## src/rtl/pwm_pair6.sv

```systemverilog
module pwm_pair6 #(
  parameter int PSC_W = 2,
  parameter int AW    = 5
) (
  input  logic          clk,
  input  logic          rst_n,
  input  logic          wr_en,
  input  logic [AW-1:0] addr,
  input  logic [7:0]    wdata,
  output logic [7:0]    rdata,
  output logic [5:0]    pwm_out
);
  localparam int NCH = 6;
  localparam int NPAIR = NCH / 2;

  logic [5:0]       en_r;
  logic [NPAIR-1:0] con_r;
  logic [7:0]       per_r  [NCH];
  logic [7:0]       duty_r [NCH];
  logic [PSC_W-1:0] psc;
  logic [5:0]       act;
  logic [5:0]       en_eff;
  logic             run, tick;

  wire sel_per  = (addr[4:3] == 2'b01) && (addr[2:0] < 3'd6);
  wire sel_duty = (addr[4:3] == 2'b10) && (addr[2:0] < 3'd6);

  always_ff @(posedge clk or negedge rst_n) begin
    if (!rst_n) begin
      en_r  <= '0;
      con_r <= '0;
      for (int i = 0; i < NCH; i++) begin
        per_r[i]  <= '0;
        duty_r[i] <= '0;
      end
    end else if (wr_en) begin
      if (addr == 5'd0) en_r <= wdata[5:0];
      if (addr == 5'd1) con_r <= wdata[NPAIR-1:0];
      if (sel_per)  per_r[addr[2:0]]  <= wdata;
      if (sel_duty) duty_r[addr[2:0]] <= wdata;
    end
  end

  always_comb begin
    rdata = '0;
    if (addr == 5'd0) rdata = {2'b00, en_r};
    else if (addr == 5'd1) rdata = {{(8-NPAIR){1'b0}}, con_r};
    else if (sel_per) rdata = per_r[addr[2:0]];
    else if (sel_duty) rdata = duty_r[addr[2:0]];
  end

  assign run  = |en_r;
  assign tick = run & (&psc);

  always_ff @(posedge clk or negedge rst_n) begin
    if (!rst_n) psc <= '0;
    else if (!run) psc <= '0;
    else psc <= psc + 1'b1;
  end

  always_ff @(posedge clk or negedge rst_n) begin
    if (!rst_n) act <= '0;
    else act <= en_eff & (act | {6{tick}});
  end

  for (genvar p = 0; p < NPAIR; p++) begin : g_pair
    logic [7:0]  chi, clo;
    logic [15:0] c16, p16, d16;
    logic        wrap16, wrap_hi, wrap_lo;
    logic        hi_line, lo_line;

    assign en_eff[2*p]   = en_r[2*p] & ~con_r[p];
    assign en_eff[2*p+1] = en_r[2*p+1];

    assign c16 = {chi, clo};
    assign p16 = {per_r[2*p], per_r[2*p+1]};
    assign d16 = {duty_r[2*p], duty_r[2*p+1]};
    assign wrap16  = ({1'b0, c16} + 17'd1) >= {1'b0, p16};
    assign wrap_hi = ({1'b0, chi} + 9'd1) >= {1'b0, per_r[2*p]};
    assign wrap_lo = ({1'b0, clo} + 9'd1) >= {1'b0, per_r[2*p+1]};

    always_ff @(posedge clk or negedge rst_n) begin
      if (!rst_n) begin
        chi <= '0;
        clo <= '0;
      end else if (con_r[p]) begin
        if (!act[2*p+1]) {chi, clo} <= '0;
        else if (tick) {chi, clo} <= wrap16 ? 16'd0 : c16 + 16'd1;
      end else begin
        if (!act[2*p]) chi <= '0;
        else if (tick) chi <= wrap_hi ? 8'd0 : chi + 8'd1;
        if (!act[2*p+1]) clo <= '0;
        else if (tick) clo <= wrap_lo ? 8'd0 : clo + 8'd1;
      end
    end

    assign hi_line = en_eff[2*p] & act[2*p] & (chi < duty_r[2*p]);
    assign lo_line = en_eff[2*p+1] & act[2*p+1] &
                     (con_r[p] ? (c16 < d16) : (clo < duty_r[2*p+1]));

    assign pwm_out[2*p]   = hi_line;
    assign pwm_out[2*p+1] = lo_line;
  end
endmodule

```

## config.mk

```make
export PLATFORM = sky130hd
export DESIGN_NAME = pwm_pair6
export DESIGN_NICKNAME = d
export VERILOG_FILES = /design/src/rtl/pwm_pair6.sv
export SDC_FILE = /design/constraint.sdc
export NUM_CORES = 1
export LEC_CHECK = 0
export ABC_AREA = 1
export BUFFER_PORTS_ARGS = -buffer_cell sky130_fd_sc_hd__buf_2
export CAP_MARGIN = 10
export CORE_MARGIN = 2
export CORE_UTILIZATION = 45
export DETAILED_ROUTE_END_ITERATION = 6
export HOLD_SLACK_MARGIN = 0.15
export SLEW_MARGIN = 20
export SYNTH_ARGS = -nofsm -noshare
export SYNTH_HDL_FRONTEND = slang
export SYNTH_SLANG_ARGS = --single-unit
```

## constraint.sdc

```tcl
create_clock -name clk -period 3.65 [get_ports clk]
set_input_delay 0.365 -clock clk [delete_from_list [all_inputs] [get_ports clk]]
set_output_delay 0.365 -clock clk [all_outputs]
set_load 0.01 [all_outputs]
```

==> out/qor.yml, run 1 <==
wl_per_cell_um: 17.9
finalCriticalPeriod_ns: 3.27
cp_max_fo: 9
die_x_um: 170
synth-edff-count: 0
dr.pass1.iters: 5
pwr_density_cell_nw_per_um2: 446
crit_type: "reg -> reg"
row_count: 60
antenna_found_initial: 2
die_y_um: 170
grt_overflow: 0
synth-seq-area-share: 0.324
clkLatencyLatePin_ns: 0.45
hold_class: "in -> reg"
final_cell_mix: "nand2_1 (414), inv_1 (275), dfrtp_1 (161)"
clock_tree.root_cell: "clkbuf_16"
numCtsBuffers: 17
syn_area_um2: 12400
routed_wl_um: 37500
first_global_vias: 10700
placed_area_um2: 12800
power.leakage_nw: 7.20
cp-start-kind: "flip-flop"
finalHoldViolations: 0
post-route-period-util: 0.895
peakVddDrop_mv: 0.312
rsz0062_at_grt: "false"
h-tree-depth: 4
synth_warnings: 0
path_clk_slew_ns: 0.07
ant_nets: 0
synth-seq-cells: 161
avgSynthCellArea_um2: 7.13
grt_pass1_wl_um: 59500
via_count: 11500
fp.coreArea_um2: 27000
gp_congestion: 0.937
relSlewSlack: 0.424
synth_compound_area_frac: 0.145
drv_cap: 0
synth_nets: 1885
tightest_slew_ns: 0.864
fmax_mhz: 306
yosysUniqueCellTypes: 51
hpwl_um: 28300
fin_skew_ns: 0.0137
endpoint_kind: "flip-flop"
start_util: 0.460
synth_top_family_by_area: "simple AND/OR/NAND/NOR gates"
final_common_cell: "nand2_1"
worst-endpoint-arrival_ns: 3.59
synthSimpleGateAreaFrac: 0.275
area_growth_pct: 8.22
drt_iter0_markers: 1087
setup_tns_ns: 0
cts_sinks: 161
synthFlopType: "dfrtp_1"
synth_fa_ha_area_frac: 0.128
drc_errors: 0
status: "finished, final reports clean"
cts_buffer_depth: 2
grt_use_total: 0.268
drive_gt1_frac: 0.0824
synth.area.mux_share: 0
dieArea_um2: 29000
cts_tree: "built"
async_flop_share: 1.00
slew_viol_final: 0
nets: 1889
routed_via_density: 5.46
cp.required_ns: 3.97
io_buffers: 29
synth-xor-area-share: 0.0190
fin_area_um2: 13400
syn_inst: 1742
grt_max_degree: 83
finalSetupViolCount: 0
io_pins: 30
## where the power goes
part           switching [mW]  internal (mW)  total, mW
Clock                   0.837           1.15       1.99
Sequential              0.224           2.02       2.24
Combinational            1.18          0.585       1.76
Total                    2.24           3.76       6.00
## worst paths after layout
kind	cells after the start	slack [ns]	end	from
setup / recovery	16	0.38	g_pair[2].clo[0]	g_pair[2].clo[0]
hold / removal	3	0.34	con_r[0]	wr_en
setup reg to reg	16	0.38	g_pair[2].clo[0]	g_pair[2].clo[0]
hold reg to reg	2	0.49	g_pair[1].p16[13]	g_pair[1].p16[13]
max in group asynchronous	3	2.28	g_pair[1].p16[9]	rst_n
min in group asynchronous	2	0.52	g_pair[1].chi[3]	rst_n
## repair_timing
action,CTS,global route
hold buffers,1,0
hold endpoints to repair,79,0
buffers inserted,0,0
resized for setup,0,0
## per-layer routing
| metal | vias to the layer above | global-route usage | share of wire |
|---|---|---|---|
| li1 | 5702 | - | - |
| met5 | - | 0 | 0.00032 |
| met4 | 2 | 0.0881 | 0.025 |
| met2 | 375 | 0.414 | 0.44 |
| met3 | 57 | 0.0405 | 0.062 |
| met1 | 5338 | 0.385 | 0.47 |
## synth_stat cells, drive strengths merged (4+ instances only)
| master | n | share of area |
|---|---|---|
| o21bai | 5 | 0.0030 |
| a21oi | 94 | 0.039 |
| inv | 290 | 0.088 |
| o22ai | 14 | 0.0070 |
| nand3b | 5 | 0.0036 |
| nor2 | 141 | 0.050 |
| o211ai | 6 | 0.0036 |
| nand4 | 36 | 0.019 |
| dfrtp | 161 | 0.32 |
| a211oi | 4 | 0.0024 |
| xor2 | 25 | 0.018 |
| nand3 | 102 | 0.043 |
| o21ai | 176 | 0.071 |
| or2 | 5 | 0.0025 |
| buf | 29 | 0.014 |
| nor3 | 19 | 0.013 |
| clkbuf | 24 | 0.0074 |
| nand2 | 438 | 0.14 |
| o221ai | 17 | 0.012 |
| ha | 127 | 0.13 |
## sequential cells by signal, indices dropped and copies added (netlist names)
name        cells
en_r            6
g_pair.clo     24
con_r           3
g_pair.p16     48
act             6
psc             2
g_pair.chi     24
duty_r         48
## per-stage QoR
step | total power, mW | setup WS (ns) | util | instances | hold WS [ns]
5_1_grt | 6.37 | 0.0583 | 0.497 | 2100 | 0.368
6_report | 6.00 | 0.384 | 0.497 | 2101 | 0.343
4_1_cts | 6.01 | 0.420 | 0.497 | 2100 | 0.330
3_5_place_dp | 4.02 | 0.419 | 0.474 | 2067 | 0.474
2_1_floorplan | 3.45 | 0.909 | - | 1742 | 0.0694
3_3_place_gp | 3.98 | 0.527 | 0.474 | 2067 | 0.469
## logic make-up after synthesis
group,count (synthesis)
AND/OR/NAND/NOR,756
buffers and inverters,343
AO/OA/AOI/OAI,328
flip-flops,161
adder cells (fa/ha/maj),127
XOR/XNOR,27
## worst max-delay path, cell delays in order (launching register included)
cell,delay [ns]
dfrtp_1,0.44
ha_1,0.21
nand3_1,0.19
nor3_4,0.28
inv_1,0.18
o21ai_0,0.28
inv_1,0.08
ha_1,0.30
nand2_1,0.06
inv_1,0.06
nand3_1,0.10
nand3b_2,0.23
nand3b_2,0.34
nand2_2,0.16
nand2_4,0.09
nand3_1,0.10
nand2_1,0.07
## area by class of cell
type                    count  area, µm²
diodes                      1       2.50
clock buffers              20        437
clock inverters            12        183
fillers                  2750      13600
inverters                 290       1090
multi-input cells        1238       7040
flip-flops and latches    161       4030
well taps                 341        427
repair buffers             38        234
Note: power is estimated with default switching activity, not from simulation.
==> run 2, diff against run 1 <==
--- a/config.mk
+++ b/config.mk
@@ -10,6 +10,7 @@
 export CAP_MARGIN = 10
 export CORE_MARGIN = 2
 export CORE_UTILIZATION = 45
+export CTS_BUF_LIST = sky130_fd_sc_hd__clkbuf_8 sky130_fd_sc_hd__clkbuf_16
 export DETAILED_ROUTE_END_ITERATION = 6
 export HOLD_SLACK_MARGIN = 0.15
 export SLEW_MARGIN = 20
==> run 2 against run 1 <==
  * Die area stayed put
  * Register-to-register slack is essentially flat
  * Via count hardly changed
  * Global-route usage unchanged
  * First-iteration DRC count about the same
  * Count of clock-buffer cells in the layout is 3 lower
==> out/qor.yml, run 2 (synthesis gave the netlist of run 1 again) <==
status: "finished, final reports clean"
worstPathCellList: "ha_1, nand3_1, nor3_4, inv_1, o21ai_0, inv_1, ha_1, nand2_1, inv_1, nand3_1, nand3b_2, nand3b_2, nand2_2, nand2_4, nand3_1, nand2_1"
ant_nets: 0  # unchanged
pwr_density_cell_nw_per_um2: 445  # -0.19%
n_fill_cell: 2750  # unchanged
hpwl_um: 28300  # unchanged
finalCriticalPeriod_ns: 3.27  # +0.00139 ns
seq_area_um2: 4030  # unchanged
cts_tree: "built"
crit_type: "reg -> reg"
grt_use_total: 0.268  # unchanged
via_count: 11500  # -0.026%
fin_util: 0.497  # unchanged
grt_overflow: 0  # unchanged
multi_input_comb_area_um2: 7040  # unchanged
post-route-period-util: 0.895  # about the same
antenna_found_initial: 2  # unchanged
holdWs_ns: 0.342  # -0.000796 ns
worst-endpoint-arrival_ns: 3.59  # about the same
cp.required_ns: 3.97  # about the same
start_util: 0.460  # unchanged
peakVddDrop_mv: 0.310  # -0.72%
drv_cap: 0  # unchanged
h-tree-depth: 4  # unchanged
numCtsBuffers: 17  # unchanged
clkLatencyLatePin_ns: 0.45  # about the same
row_count: 60  # unchanged
gp_congestion: 0.937  # unchanged
path_clk_slew_ns: 0.07  # about the same
rrSetupSlack_ns: 0.38  # about the same
cts_buffer_depth: 2  # unchanged
hold_class: "in -> reg"
area_growth_pct: 8.22  # unchanged
first_global_vias: 10700  # unchanged
place_ws_ns: 0.419  # unchanged
final_cell_mix: "nand2_1 (414), inv_1 (278), dfrtp_1 (161)"
worst_path_largest_cell_delay_ns: 0.44  # about the same
dr.pass1.iters: 5  # unchanged
drive_gt1_frac: 0.0824  # unchanged
rsz0062_at_grt: "false"
cp_max_fo: 9  # unchanged
final_common_cell: "nand2_1"
io_buffers: 29  # unchanged
finalSetupViolCount: 0  # unchanged
wl_per_cell_um: 17.8  # about the same
die_y_um: 170  # unchanged
slew_viol_final: 0  # unchanged
routed_wl_um: 37500  # about the same
fp.coreArea_um2: 27000  # unchanged
stdcell_count: 2101  # unchanged
grt_max_degree: 83  # unchanged
setup_tns_ns: 0  # unchanged
clock_tree.root_cell: "clkbuf_16"
dieArea_um2: 29000  # unchanged
die_x_um: 170  # unchanged
relSlewSlack: 0.423  # -0.000868
power.leakage_nw: 7.21  # +0.17%
tightest_slew_ns: 0.866  # +0.00130 ns
setup_slack_ns: 0.382  # -0.00139 ns
grt_pass1_wl_um: 59500  # unchanged
drc_errors: 0  # unchanged
nets: 1889  # unchanged
cts_sinks: 161  # unchanged
drt_iter0_markers: 1088  # +0.092%
fin_skew_ns: 0.0175  # +0.00372 ns
cts-resized-gates: 0  # unchanged
finalHoldViolations: 0  # unchanged
routed_via_density: 5.46  # about the same
place_inst: 2067  # unchanged
fmax_mhz: 306  # about the same
cpMaxStageDelayCell: "dfrtp_1"
endpoint_kind: "flip-flop"
cp-start-kind: "flip-flop"
io_pins: 30  # unchanged
==> run 2: cell count changes in the layout (fill, tap and decap cells not counted) <==
cell | before | now
clkbuf_1 | 3 | 0
inv_1 | 275 | 278
==> run 2: path summary, 6_finish.rpt <==
check                             startpoint           endpoint  cells after the start
setup / recovery            g_pair[2].clo[0]   g_pair[2].clo[0]                     16
hold / removal                         wr_en           con_r[0]                      3
setup reg to reg            g_pair[2].clo[0]   g_pair[2].clo[0]                     16
hold reg to reg            g_pair[1].p16[13]  g_pair[1].p16[13]                      2
max in group asynchronous              rst_n   g_pair[1].p16[9]                      3
min in group asynchronous              rst_n   g_pair[1].chi[3]                      2
==> run 2: metal layers <==
layer	routed length (µm)	global-route usage	up-vias	share of wire
li1	-	-	5700	-
met2	16500	0.414	368	0.44
met5	12	0	-	0.00032
met3	2360	0.0405	56	0.063
met4	909	0.0881	2	0.024
met1	17700	0.385	5345	0.47
==> run 2: final cells by class <==
class | instances | share of cell area
diodes | 1 | 0.000186
clock buffers | 17 | 0.0316
clock inverters | 15 | 0.0144
inverters | 290 | 0.0810
multi-input cells | 1238 | 0.524
flip-flops and latches | 161 | 0.300
well taps | 341 | 0.0317
repair buffers | 38 | 0.0174
==> run 2: per-stage QoR <==
step                      cell area (µm²)  total power, mW
after floorplan                     12400             3.45
after global placement              12800             3.98
after detailed placement            12800             4.02
after CTS                           13400             6.00
after global routing                13400             6.36
final                               13400             5.99
==> run 2: timing repair <==
action                    in CTS  in global routing
hold buffers                   1                  0
hold endpoints to repair      79                  0
setup buffers                  0                  0
==> run 2: power breakdown <==
group	switching (mW)	leakage, nW	total [mW]	internal [mW]
clock	0.834	0.315	1.98	1.14
sequential	0.224	2.16	2.24	2.02
combinational	1.18	4.74	1.76	0.585
total	2.23	7.21	5.99	3.75
==> run 2: worst max-delay path, delay by kind of cell (launching register included) <==
kind	cells	cell delay, ns
buffers and inverters	3	0.32
AO/OA/AOI/OAI	1	0.28
AND/OR/NAND/NOR	10	1.62
flip-flops	1	0.44
adder cells (fa/ha/maj)	2	0.51
